<file path="config.mk">
export PLATFORM = sky130hd
export DESIGN_NAME = periodic_sampler
export DESIGN_NICKNAME = d
export VERILOG_FILES = /design/src/rtl/sampler_pkg.sv /design/src/rtl/span_counter.sv /design/src/rtl/word_hold.sv /design/src/rtl/periodic_sampler.sv
export SDC_FILE = /design/constraint.sdc
export NUM_CORES = 1
export LEC_CHECK = 0
export ABC_AREA = 1
export BUFFER_PORTS_ARGS = -buffer_cell sky130_fd_sc_hd__buf_2
export CAP_MARGIN = 20
export CORE_MARGIN = 2
export CORE_UTILIZATION = 48
export CTS_CLUSTER_SIZE = 30
export DETAILED_ROUTE_END_ITERATION = 8
export GPL_TIMING_DRIVEN = 1
export PLACE_DENSITY = 0.67
export SLEW_MARGIN = 10
export SYNTH_ARGS = -nofsm -noshare
export SYNTH_HDL_FRONTEND = slang
export SYNTH_SLANG_ARGS = --single-unit
</file>
<file path="constraint.sdc">
create_clock -name clk -period 1.8 [get_ports clk]
set_input_delay 0.36 -clock clk [delete_from_list [all_inputs] [get_ports clk]]
set_output_delay 0.36 -clock clk [all_outputs]
set_load 0.01 [all_outputs]
</file>
<file path="src/rtl/sampler_pkg.sv">
package sampler_pkg;
  typedef enum logic [1:0] {
    PH_IDLE = 2'd0,
    PH_REQ  = 2'd1,
    PH_ACK  = 2'd2
  } phase_t;
endpackage

</file>
<file path="src/rtl/span_counter.sv">
module span_counter #(
  parameter int LIMIT = 16
) (
  input  logic clk,
  input  logic rst_n,
  input  logic run,
  output logic hit
);
  localparam int CW = (LIMIT > 2) ? $clog2(LIMIT) : 1;
  localparam logic [CW-1:0] LAST = CW'(LIMIT - 1);

  logic [CW-1:0] cnt;

  assign hit = run && (cnt == LAST);

  always_ff @(posedge clk or negedge rst_n) begin
    if (!rst_n) begin
      cnt <= '0;
    end else if (!run || hit) begin
      cnt <= '0;
    end else begin
      cnt <= cnt + 1'b1;
    end
  end
endmodule

</file>
<file path="src/rtl/word_hold.sv">
module word_hold #(
  parameter int W = 16
) (
  input  logic         clk,
  input  logic         rst_n,
  input  logic         load,
  input  logic [W-1:0] din,
  output logic [W-1:0] dout
);
  always_ff @(posedge clk or negedge rst_n) begin
    if (!rst_n) begin
      dout <= '0;
    end else if (load) begin
      dout <= din;
    end
  end
endmodule

</file>
<file path="src/rtl/periodic_sampler.sv">
module periodic_sampler #(
  parameter int W       = 16,
  parameter int PERIOD  = 40000,
  parameter int TIMEOUT = 1024
) (
  input  logic         clk,
  input  logic         rst_n,
  input  logic         rsp_valid,
  input  logic [W-1:0] rsp_data,
  output logic         req_o,
  output logic [W-1:0] disp_o
);
  import sampler_pkg::*;

  phase_t phase, phase_nx;
  logic   tick_due;
  logic   wait_over;
  logic   take;

  span_counter #(.LIMIT(PERIOD)) u_interval (
    .clk  (clk),
    .rst_n(rst_n),
    .run  (phase == PH_IDLE),
    .hit  (tick_due)
  );

  span_counter #(.LIMIT(TIMEOUT)) u_wait (
    .clk  (clk),
    .rst_n(rst_n),
    .run  (phase == PH_REQ),
    .hit  (wait_over)
  );

  assign take  = (phase == PH_REQ) && rsp_valid;
  assign req_o = (phase == PH_REQ);

  word_hold #(.W(W)) u_disp (
    .clk  (clk),
    .rst_n(rst_n),
    .load (take),
    .din  (rsp_data),
    .dout (disp_o)
  );

  always_comb begin
    phase_nx = phase;
    case (phase)
      PH_IDLE: if (tick_due) phase_nx = PH_REQ;
      PH_REQ: begin
        if (rsp_valid)      phase_nx = PH_ACK;
        else if (wait_over) phase_nx = PH_IDLE;
      end
      PH_ACK:  if (!rsp_valid) phase_nx = PH_IDLE;
      default: phase_nx = PH_IDLE;
    endcase
  end

  always_ff @(posedge clk or negedge rst_n) begin
    if (!rst_n) phase <= PH_IDLE;
    else        phase <= phase_nx;
  end
endmodule

</file>
==> impl_metrics.env <==
export IMPL_final_nets=301
export IMPL_period_share_pct=81.81
export IMPL_wl_um=3807
export IMPL_cts_setup_buffers=0
export IMPL_synth_seq_area_share_pct=51.76
export IMPL_synthCells=237
export IMPL_portBuffers=35
export IMPL_setup_viol=0
export IMPL_setup_tns_final_ps=0
export IMPL_numCtsBuffers=5
export IMPL_holdBufCountCts=0
export IMPL_cts_clk_slew_worst_paths_ps=90
export IMPL_path_max_fanout=5
export IMPL_worst_slew_pin_transition_ps=543.3
export IMPL_layout_drive_gt1_share_pct=21.35
export IMPL_crit_start="phase[1]$_DFFE_PN0P_"
export IMPL_ant_nets=0
export IMPL_ys_types=23
export IMPL_dp_hpwl_um=2765
export IMPL_register_area_um2=1101
export IMPL_crit_chain="nor2_8 > buf_2"
export IMPL_clock_latency_ps=300
export IMPL_num_vias=1645
export IMPL_vdd_ir_drop_max_uv=674.0
export IMPL_dpl_worst_slack_ps=200.7
export IMPL_routabilityCongestion=0.8156
export IMPL_postLayoutCoreUtil_pct=57.70
export IMPL_synth_fp_nets=258
export IMPL_finalClockSkew_ps=6.038
export IMPL_arrival_ps=1110
export IMPL_first_pass_iters=4
export IMPL_hold_path_class="input port to asynchronous set/reset pin"
export IMPL_grt_pass1_vias=1528
export IMPL_rr_startpoint="u_wait.cnt[0]$_DFF_PN0_"
export IMPL_maxCapViolCount=0
export IMPL_avgRoutedWirePerCell_um=11.43
export IMPL_ys_ff_latch=44
export IMPL_worstPathRequired_ps=1440
export IMPL_ios=36
export IMPL_grt_pass1_wl_um=6720
export IMPL_avgSynthCellArea_um2=8.975
export IMPL_cts_sinks=44
export IMPL_critPathCaptureType="output pin"
export IMPL_first_iter_violations=84
export IMPL_leakagePower_nw=1.265
export IMPL_coreArea_um2=4324
export IMPL_cts_tree="built"
export IMPL_htree_levels=2
export IMPL_yosysWarnings=0
export IMPL_criticalPathCategory="flop to output pin"
export IMPL_grt_usage_pct=17.21
export IMPL_setup_slack_ps=327.4
export IMPL_dieHeight_um=70.57
export IMPL_post_route_min_period_ps=1473
export IMPL_hold_viol=0
export IMPL_start_util_pct=49.19
export IMPL_die_area_um2=4980
export IMPL_cp_slowest_cell="dfrtp_1"
export IMPL_path_delay_family="flip-flops"
export IMPL_power_mw=2.390
export IMPL_rows=24
export IMPL_clock_fmax_mhz=679.1
export IMPL_drc_errors=0
export IMPL_die_w_um=70.57
export IMPL_antenna_found_initial=0
export IMPL_grt_setup_unrepaired="false"
export IMPL_drv_slew=0
export IMPL_start_kind="flop"
export IMPL_nFillCells=399
export IMPL_antenna_cells=0
export IMPL_syn_to_final_growth_pct=17.29
export IMPL_cts_resized=0
export IMPL_relSlewSlack_pct=63.78
export IMPL_status="finished clean"
export IMPL_powerDensity_nw_per_um2=957.9
export IMPL_cts_root_buf="clkbuf_8"
export IMPL_synth_area_um2=2127
export IMPL_grt_overflow_total=0
export IMPL_multi_input_area_um2=914.6
export IMPL_slowest_delay_ps=480
export IMPL_routed_via_density=4.940
export IMPL_clk_path_buf_depth=2
export IMPL_crit_buf_inv=1
export IMPL_grt_max_degree=45
[cell type report]
| type | count | share of cell area, % |
|---|---|---|
| Sequential cell | 44 | 44.13 |
| Multi-Input combinational cell | 165 | 36.66 |
| Timing Repair Buffer | 38 | 7.924 |
| Inverter | 26 | 3.912 |
| Clock buffer | 5 | 2.758 |
| Tap cell | 52 | 2.608 |
| Clock inverter | 3 | 2.006 |
[Yosys cell counts (all sizes together)]
library cell  instances  area [um^2]
a21oi                 3        15.01
buf                   2        16.26
clkinv                1        3.750
dfrtp                44         1101
ha                    2        25.02
inv                  25        93.84
mux2                 16        214.0
nand2                51        198.9
nand3                12        60.06
nand4                 8        50.05
nor2                 56        229.0
nor3                  4        20.02
nor4                  1        6.260
o21ai                 3        15.01
xnor2                 3        26.28
xor2                  6        52.55
[logic make-up after synthesis]
kind of cell,after synthesis,synth area share [%]
compound gates,6,1.411
buf+inv,28,5.353
flops,44,51.76
fa+ha+maj,2,1.176
xor+xnor,9,3.706
mux,16,10.06
simple gates,132,26.53
[layout by cell type (no fill, tap or decap), drive strengths merged]
cell,synthesis,final
xnor2,3,3
buf,2,38
nor4,1,1
clkinv,1,1
dfrtp,44,44
nand4,8,8
a21oi,3,3
nor3,4,4
nor2,56,56
bufinv,0,1
xor2,6,6
inv,25,27
ha,2,2
mux2,16,16
o21ai,3,3
nand2,51,51
clkbuf,0,5
nand3,12,12
[worst reg2reg max path: stages, from the launching register on]
cell and delay (ps):
dfrtp_1 440, ha_1 200, nand2_1 90, nor2_2 120
nand4_1 140, nand2_1 280, nor2_1 90
[flip-flops by register name, summed over array words and instances (netlist names)]
register and flops:
u_disp.dout 16, u_interval.cnt 16, u_wait.cnt 10, phase 2
[power breakdown]
part	internal (mW)	leakage (nW)	switching [mW]	total (mW)
Clock	0.428	0.0607	0.369	0.797
Sequential	1.10	0.579	0.104	1.21
Combinational	0.179	0.626	0.208	0.387
Total	1.71	1.27	0.681	2.39
[layer usage]
metal  track usage, %  wire [um]  share of wire (%)  up-vias
met5                0          0                  0        -
li1                 -          -                  -      837
met1            23.11       1820                 48      757
met4            7.547         72                1.9        0
met3            5.271        214                5.6        6
met2            26.10       1699                 45       45
[final timing paths]
path	end	slack [ps]	depth (start not counted)
setup / recovery	req_o	330	2
min in group clk	u_disp.dout[5]$_DFFE_PN0P_	260	2
setup reg to reg	u_wait.cnt[6]$_DFF_PN0_	340	6
hold / removal	u_interval.cnt[11]$_DFF_PN0_	110	2
max in group asynchronous	u_wait.cnt[5]$_DFF_PN0_	1310	2
hold reg to reg	u_disp.dout[15]$_DFFE_PN0P_	490	1
[metrics by stage]
stage | hold WS, ps | instances | cell area [um^2]
5_1_grt | 174.5 | 333 | 2495
2_1_floorplan | 64.41 | 237 | 2127
6_report | 111.4 | 333 | 2495
3_5_place_dp | 469.6 | 325 | 2374
3_3_place_gp | 471.1 | 325 | 2374
4_1_cts | 140.1 | 333 | 2492
Note: power is estimated with default switching activity, not from simulation.
